$ cat config.mk
export PLATFORM = sky130hd
export DESIGN_NAME = bridge_ctl_regs
export DESIGN_NICKNAME = d
export VERILOG_FILES = /design/src/rtl/bcr_pkg.sv /design/src/rtl/bcr_sync.sv /design/src/rtl/bcr_decode.sv /design/src/rtl/bcr_ctl.sv /design/src/rtl/bridge_ctl_regs.sv
export SDC_FILE = /design/constraint.sdc
export NUM_CORES = 1
export LEC_CHECK = 0
export BUFFER_PORTS_ARGS = -buffer_cell sky130_fd_sc_hd__buf_4
export CORE_MARGIN = 4
export CORE_UTILIZATION = 42
export CTS_CLUSTER_DIAMETER = 150
export DETAILED_ROUTE_END_ITERATION = 7
export PLACE_DENSITY_LB_ADDON = 0.25
export SYNTH_ARGS = -nofsm -noshare
export SYNTH_HDL_FRONTEND = slang
export SYNTH_SLANG_ARGS = --single-unit
$ cat constraint.sdc
create_clock -name clk_i -period 1.4 [get_ports clk_i]
set_clock_uncertainty 0.05 [all_clocks]
set_input_delay 0.07 -clock clk_i [delete_from_list [all_inputs] [get_ports clk_i]]
set_output_delay 0.07 -clock clk_i [all_outputs]
set_load 0.01 [all_outputs]
$ cat src/rtl/bcr_pkg.sv
package bcr_pkg;
  typedef enum logic [1:0] {SEL_NONE, SEL_STAT, SEL_CLR, SEL_TOG} acc_sel_e;
  localparam int unsigned STAT_OFS = 'h18000;
  localparam int unsigned CLR_OFS  = 'h18002;
  localparam int unsigned TOG_OFS  = 'h18004;
  localparam int unsigned REG_W    = 16;
  localparam int unsigned PEND_LSB = 2;
endpackage

$ cat src/rtl/bcr_sync.sv
module bcr_sync #(
  parameter int unsigned W      = 11,
  parameter int unsigned STAGES = 2
) (
  input  logic         clk_i,
  input  logic         rst_ni,
  input  logic [W-1:0] d_i,
  output logic [W-1:0] q_o
);
  logic [W-1:0] stg_q [STAGES];

  always_ff @(posedge clk_i or negedge rst_ni) begin
    if (!rst_ni) stg_q[0] <= '0;
    else         stg_q[0] <= d_i;
  end

  for (genvar s = 1; s < STAGES; s++) begin : g_stage
    always_ff @(posedge clk_i or negedge rst_ni) begin
      if (!rst_ni) stg_q[s] <= '0;
      else         stg_q[s] <= stg_q[s-1];
    end
  end

  assign q_o = stg_q[STAGES-1];
endmodule

$ cat src/rtl/bcr_decode.sv
module bcr_decode
  import bcr_pkg::*;
#(
  parameter int unsigned    AW   = 20,
  parameter logic [AW-1:0]  BASE = '0
) (
  input  logic          clk_i,
  input  logic          rst_ni,
  input  logic          strobe_i,
  input  logic [AW-1:0] addr_i,
  output logic          start_o,
  output acc_sel_e      sel_o,
  output logic          busy_o
);
  localparam logic [AW-1:0] STAT_A = BASE + AW'(STAT_OFS);
  localparam logic [AW-1:0] CLR_A  = BASE + AW'(CLR_OFS);
  localparam logic [AW-1:0] TOG_A  = BASE + AW'(TOG_OFS);

  logic strobe_q;

  always_ff @(posedge clk_i or negedge rst_ni) begin
    if (!rst_ni) strobe_q <= 1'b0;
    else         strobe_q <= strobe_i;
  end

  // one access per strobe rising edge
  assign start_o = strobe_i & ~strobe_q;
  assign busy_o  = strobe_q;

  always_comb begin
    sel_o = SEL_NONE;
    if (addr_i[AW-1:1] == STAT_A[AW-1:1])     sel_o = SEL_STAT;
    else if (addr_i[AW-1:1] == CLR_A[AW-1:1]) sel_o = SEL_CLR;
    else if (addr_i[AW-1:2] == TOG_A[AW-1:2]) sel_o = SEL_TOG;
  end
endmodule

$ cat src/rtl/bcr_ctl.sv
module bcr_ctl
  import bcr_pkg::*;
(
  input  logic     clk_i,
  input  logic     rst_ni,
  input  logic     sys_rst_i,
  input  logic     jumper_i,
  input  logic     start_i,
  input  logic     we_i,
  input  acc_sel_e sel_i,
  output logic     mie_o,
  output logic     wse_o,
  output logic     boot_o
);
  logic mie_q, wse_q, boot_q;

  // boot_q loads the jumper on the first edge after power-up
  always_ff @(posedge clk_i or negedge rst_ni) begin
    if (!rst_ni) begin
      mie_q  <= 1'b0;
      wse_q  <= 1'b0;
      boot_q <= 1'b1;
    end else begin
      boot_q <= 1'b0;
      if (boot_q || sys_rst_i)
        wse_q <= jumper_i;
      else if (start_i && sel_i == SEL_TOG)
        wse_q <= ~wse_q;
      // read clears, write sets
      if (start_i && !boot_q && sel_i == SEL_CLR)
        mie_q <= we_i;
    end
  end

  assign mie_o  = mie_q;
  assign wse_o  = wse_q;
  assign boot_o = boot_q;
endmodule

$ cat src/rtl/bridge_ctl_regs.sv
module bridge_ctl_regs
  import bcr_pkg::*;
#(
  parameter int unsigned   ADDR_W      = 20,
  parameter logic [ADDR_W-1:0] BASE    = '0,
  parameter int unsigned   N_IRQ       = 11,
  parameter int unsigned   SYNC_STAGES = 2
) (
  input  logic              clk_i,
  input  logic              rst_ni,
  input  logic              sys_rst_i,
  input  logic              jumper_i,
  input  logic              acc_strobe_i,
  input  logic              acc_we_i,
  input  logic [ADDR_W-1:0] acc_addr_i,
  input  logic [N_IRQ-1:0]  irq_lines_i,
  output logic [REG_W-1:0]  rdata_o,
  output logic              host_irq_o
);
  logic             acc_start, acc_busy;
  acc_sel_e         acc_sel;
  logic             mie, wse, boot;
  logic [N_IRQ-1:0] pend;
  logic [REG_W-1:0] status, rdata_q;

  bcr_sync #(.W(N_IRQ), .STAGES(SYNC_STAGES)) u_sync (
    .clk_i(clk_i), .rst_ni(rst_ni), .d_i(irq_lines_i), .q_o(pend)
  );

  bcr_decode #(.AW(ADDR_W), .BASE(BASE)) u_dec (
    .clk_i(clk_i), .rst_ni(rst_ni), .strobe_i(acc_strobe_i),
    .addr_i(acc_addr_i), .start_o(acc_start), .sel_o(acc_sel), .busy_o(acc_busy)
  );

  bcr_ctl u_ctl (
    .clk_i(clk_i), .rst_ni(rst_ni), .sys_rst_i(sys_rst_i), .jumper_i(jumper_i),
    .start_i(acc_start), .we_i(acc_we_i), .sel_i(acc_sel),
    .mie_o(mie), .wse_o(wse), .boot_o(boot)
  );

  always_comb begin
    status = '0;
    status[0] = mie;
    status[1] = wse;
    status[PEND_LSB +: N_IRQ] = pend;
  end

  // captured before the side effect lands, so bit 0 shows the old enable
  always_ff @(posedge clk_i or negedge rst_ni) begin
    if (!rst_ni) rdata_q <= '0;
    else if (acc_start && !acc_we_i)
      rdata_q <= (acc_sel == SEL_STAT || acc_sel == SEL_CLR) ? status : '0;
  end

  assign rdata_o    = rdata_q;
  assign host_irq_o = mie & (|pend);
endmodule

Yosys cells after proc, flatten, opt, wreduce, memory -nomap -nowiden:

Index checks and enable logic that the tools add are counted.

* memories kept: 0
* word-level logic and storage cells: 33
* ROM bits: 0
* register bits after elaboration: 42
* bits in writable memories: 0
* input port bits: 37
* output and inout bits: 17
* bits in latches: 0

* eq/ne operators: 6
* muxes and demuxes: 6
* reduce and logical (&&, ||, !) cells: 10
* div/mod/pow operators: 0
* $lt $le $gt $ge: 0
* bitwise logic cells: 4
* shift-type cells: 0
* add/subtract/negate cells: 0
* $mul: 0

Operators with widths (count)
* 19-bit by 16-bit == test with 1-bit output (second input constant): 2
* 18-bit by 15-bit == test with 1-bit output (second input constant): 1
* 13-bit 2-to-1 mux: 1
* 11-bit OR reduction: 1
* 2-bit 2-to-1 mux: 3
* 2-bit == test (second input constant): 2
* 1-bit logical AND: 4
* 1-bit bitwise AND: 2
* 2-bit by 1-bit == test with 1-bit output (second input constant): 1
* 1-bit zero test: 2
* 1-bit logical OR: 2
* 1-bit 2-to-1 mux: 2
* 1-bit inverter: 2
* 2-bit nonzero test: 1

Longest topological paths before layout:

* depth in word-level cells: 8
* mapped depth: 7
* depth with buffers taken out: 7

Modules after synthesis:

From an unflattened synthesis, not the netlist that was laid out.

* cells, all modules: 97
* area, all modules: 1407.6 um^2

Modules (own cells, without submodules)
* bcr_sync: times used 1, seq. area each 550.5 um^2, area each 633.1 um^2, cells each 33
* bridge_ctl_regs: times used 1, seq. area each 325.3 um^2, area each 540.5 um^2, cells each 40
* bcr_ctl: times used 1, seq. area each 76.3 um^2, area each 131.4 um^2, cells each 12
* bcr_decode: times used 1, seq. area each 25.0 um^2, area each 102.6 um^2, cells each 12

Least setup slack after synthesis:

OpenSTA, ideal clock, no wires.

* path kind: input-to-reg
* start point: input port acc_addr_i[6]
* end point: register rdata_q[1], in the netlist rdata_o[1]
* library setup time: 0.118 ns
* stages: 7
* setup slack: -0.098 ns
* required time: 1.232 ns
* arrival time: 1.331 ns
* path buffers: 1
* cells stage by stage: nor4_1 nand3_1 nor3_1 ha_1 clkbuf_1 nand2_1 o21ai_2

* longest elaborated chain between the ends: 7
* elaborated cells on any way between the ends: 10
* classes of those cells: 5 x eq/ne; 4 x mux; 1 x reduce/logical

Ends and longest elaborated chain
* from (decl): RTL line bridge_ctl_regs.sv:15 `input logic [ADDR_W-1:0] acc_addr_i,`
* 18-bit by 15-bit == test with 1-bit output: RTL line bcr_decode.sv:34 `else if (addr_i[AW-1:2] == TOG_A[AW-1:2]) sel_o = SEL_TOG;`
* 2-bit 2-to-1 mux: RTL line bcr_decode.sv:34
* 2-bit 2-to-1 mux: RTL line bcr_decode.sv:33 `else if (addr_i[AW-1:1] == CLR_A[AW-1:1]) sel_o = SEL_CLR;`
* 2-bit 2-to-1 mux (*): RTL line bcr_decode.sv:32 `if (addr_i[AW-1:1] == STAT_A[AW-1:1]) sel_o = SEL_STAT;`
* 2-bit by 1-bit == test with 1-bit output / 2-bit == test (equally long branches): RTL line bridge_ctl_regs.sv:52 `rdata_q <= (acc_sel == SEL_STAT || acc_sel == SEL_CLR) ? status : '0;`
* 1-bit logical OR (*): RTL line bridge_ctl_regs.sv:52
* 13-bit 2-to-1 mux (*): RTL line bridge_ctl_regs.sv:52
* to (signal assigned): RTL line bridge_ctl_regs.sv:52
* to (decl): RTL line bridge_ctl_regs.sv:24 `logic [REG_W-1:0] status, rdata_q;`

Mark *: on every way between the ends. The rest lies on a longest branch, timed or not.
A chain may end at the register's enable or synchronous reset.

Final worst setup path:

* start point: register u_sync.stg_q (netlist bit u_sync.q_o[10])
* end point: output port host_irq_o

* longest elaborated chain between the ends: 2

Ends and longest elaborated chain
* from (decl): RTL line bcr_sync.sv:10 `logic [W-1:0] stg_q [STAGES];`
* from (signal, indexed assignment): RTL line bcr_sync.sv:20 `else stg_q[s] <= stg_q[s-1];`
* 11-bit OR reduction: RTL line bridge_ctl_regs.sv:56 `assign host_irq_o = mie & (|pend);`
* 1-bit bitwise AND: RTL line bridge_ctl_regs.sv:56
* to (decl): RTL line bridge_ctl_regs.sv:18 `output logic host_irq_o`

Every way passes these cells.

==> results by group <==
Layout
  – Nets: approximately 220
  – Layout area overhead: 47.2%
  – Layout cell share with drive strength beyond 1: a little under two fifths
  – Fillers: roughly 250
  – Design area: between 2000 and 2500 µm²
  – # diodes: 0
  – Final core occ: between 60% and 70%

Logic synthesis
  – Ys Warns: 0
  – Seq/Total Area, Yosys: between 60 and 70%
  – Synth Register Bits: 39
  – Yosys cell types: 25
  – Post-Syn Instances: between 100 and 150
  – Syn_area_per_cell: 12.4 µm²
  – Synth Cell Area: about 1400 µm²

Setup path
  – Reg-to-Reg Start: u_dec.busy_o$_DFF_PN0_
  – R2r setup slk: ~0.090 ns
  – CP max-delay cell: dfrtp_1
  – WP buf/inv: 1
  – Cell Chain, Critical Path: nor4_2, a31oi_1, buf_4
  – RR Endpoint: rdata_o[9]$_DFFE_PN0P_
  – Endpoint type of the worst setup path: output port
  – Crit-path leading delay family: flip-flops
  – Startpoint types: register
  – CP max FO: 2
  – Worst Reg-to-Reg Cells: 3
  – CP max stage delay: 0.40 ns
  – CP Class: register to output port
  – Data arrival, critical path: ~1.3 ns
  – Req. time, crit path: 1.28 ns

Place
  – Number of port buffers: 49
  – HPWL after DPL: 1930 µm
  – DP Worst Slack: -0.244 ns
  – Placed Area: 1800 µm²
  – Global placer's final weighted congestion: 0.743

Clock network
  – H-tree depth: 2
  – Reg clk slew, reported paths: roughly 0.1 ns
  – # clock sinks: 39
  – Clk_lat worst skew: around 0.34 ns
  – Clk buf depth: 2
  – CTS tree: done
  – Clk root buf: clkbuf_4
  – TritonCTS Buffers: 5

Hold path
  – Hold Crit Class: input pin to async pin

Route
  – Router iterations before antenna repair: 3
  – Vias: approximately 1.0k
  – 1st-iter DRT viols: 27
  – Met3 Wirelength: 160 µm
  – Drt drc: 0
  – Drt wl/cell: around 11 µm
  – Top Metal Used: met4
  – Antenna Violating Nets Remaining: 0
  – Routed vias/inst: around 4.4
  – Total wire length: around 2600 µm
  – Met2 WL: 1390 µm
  – DRT met1 WL: 977 µm

Global routing
  – Initial antenna violation count: 0
  – GRT overflow: 0
  – GRT Overall Usage: between 10% and 20%
  – First-pass GRT wire length: 4360 µm
  – Vias in the first global route: 1,035
  – Pin count of the biggest net entering global routing: 40

Flow run
  – MaxCap Viol Count: 0

Timing
  – Final TNS setup: -0.0128 ns
  – Final period util: 101%
  – RSZ-0062 raised after global routing: true
  – Worst setup slack after layout: -0.0128 ns
  – Setup violations, final: 1
  – Tmin final: around 1.4 ns
  – Slew Limit Fails: 0
  – Fmax: about 710 MHz
  – Hold Vio Cnt, Final: 0

Die
  – Core ar.: around 3100 µm²
  – Die Span X: around 66 µm
  – Std-Cell Rows: 20
  – Total I/O pin count: between 50 and 60
  – Die Y: between 60 and 70 µm
  – Starting density of the core: between 40% and 50%
  – Die area: approximately 4300 µm²

Pwr
  – Lkg Pwr: between 0.9 and 1 nW
  – Power density cells: roughly 1000 nW/µm²
  – Max VDD drop: approximately 0.00075 V

Status
  – Failing checks: setup timing
  – Status: finished with violations
-- area by class of cell --
type / count / area, µm² / area share, %
sequential: 39 / 977 / 47.1
timing repair buffer: 67 / 556 / 26.8
multi-input combinational: 70 / 395 / 19.1
tap: 44 / 55.1 / 2.66
clock buffer: 6 / 51.3 / 2.47
clock inverter: 2 / 35.0 / 1.69
inverter: 1 / 3.75 / 0.181
-- worst max path at each step --
| stage | cells past startpoint | slack (ns) | start | to |
|---|---|---|---|---|
| floorplan | 7 | 0.003 | acc_addr_i[4] | u_ctl.mie_o$_DFFE_PN0P_ |
| global route | 3 | -0.12 | u_sync.q_o[5]$_DFF_PN0_ | host_irq_o |
| global placement | 8 | -0.17 | acc_addr_i[14] | u_ctl.mie_o$_DFFE_PN0P_ |
| detailed placement | 7 | -0.24 | acc_addr_i[14] | rdata_o[6]$_DFFE_PN0P_ |
| CTS | 3 | -0.05 | u_sync.q_o[10]$_DFF_PN0_ | host_irq_o |
| finish | 3 | -0.01 | u_sync.q_o[10]$_DFF_PN0_ | host_irq_o |
-- per-layer routing --
| layer | global-route usage, % | vias up |
|---|---|---|
| met3 | 5.10 | 6 |
| met2 | 24.2 | 28 |
| met1 | 13.9 | 474 |
| li1 | - | 511 |
| met4 | 5.44 | 0 |
| met5 | 0 | - |
-- flip-flops by register name, indices dropped and copies added (netlist names) --
register / flops
rdata_o: 13
u_ctl.mie_o: 1
u_ctl.wse_o: 1
u_dec.busy_o: 1
u_sync.q_o: 11
u_sync.stg_q: 11
u_ctl.boot_o: 1
-- synthesized netlist by cell type (all sizes together) --
cell,n,area (µm²)
dfrtp,38,951
nand2,28,105
o21ai,14,96.3
buf,6,60.1
nor2,4,15.0
nor3,4,20.0
nor4,4,25.0
ha,2,25.0
nor4bb,2,20.0
a21oi,1,5.00
a31oi,1,6.26
clkbuf,1,3.75
conb,1,3.75
dfstp,1,26.3
inv,1,3.75
nand3,1,5.00
nand3b,1,7.51
nor2b,1,6.26
or3,1,6.26
or3b,1,8.76
xor2,1,8.76
-- cells by family after synthesis --
group	after synthesis	share of synthesized area, %
other	1	0.266
AND/OR/NAND/NOR	47	15.5
AO/OA/AOI/OAI	16	7.64
XOR/XNOR	1	0.622
adder cells (fa/ha/maj)	2	1.78
flip-flops	39	69.4
buffers and inverters	8	4.79
-- where the power goes --
part | switching, mW | internal (mW) | leakage (nW)
Sequential | 0.0179 | 1.16 | 0.480
Combinational | 0.0603 | 0.105 | 0.430
Clock | 0.335 | 0.422 | 0.0482
Total | 0.413 | 1.69 | 0.959
-- metrics by stage --
stage | hold slack (ns) | power, mW | cells
after floorplan | -0.276 | 1.24 | 117
after global placement | -0.000951 | 1.33 | 204
after detailed placement | 0.00713 | 1.33 | 204
after CTS | 0.165 | 2.13 | 229
after global routing | 0.183 | 2.20 | 229
final | 0.159 | 2.10 | 229
-- placed cells by master (no fill, tap or decap), types with 2 or more instances in the layout --
cell type,instances
nor4_2,2
nor4_1,2
clkbuf_4,5
nor4bb_1,2
nor3_1,3
o21ai_1,6
o21ai_2,7
dfrtp_1,38
dlygate4sd3_1,16
buf_4,50
nor2_1,4
conb_1,4
nand2_1,28
-- what timing repair did --
item                                   in CTS  in global routing
hold buffers                               16                  0
setup endpoints to repair                   1                 14
endpoints found under the hold margin      53                  0
buffers inserted                            1                  0
pin swaps                                   2                  1
gates resized for setup                     2                  1
Note: power is estimated with default switching activity, not from simulation.
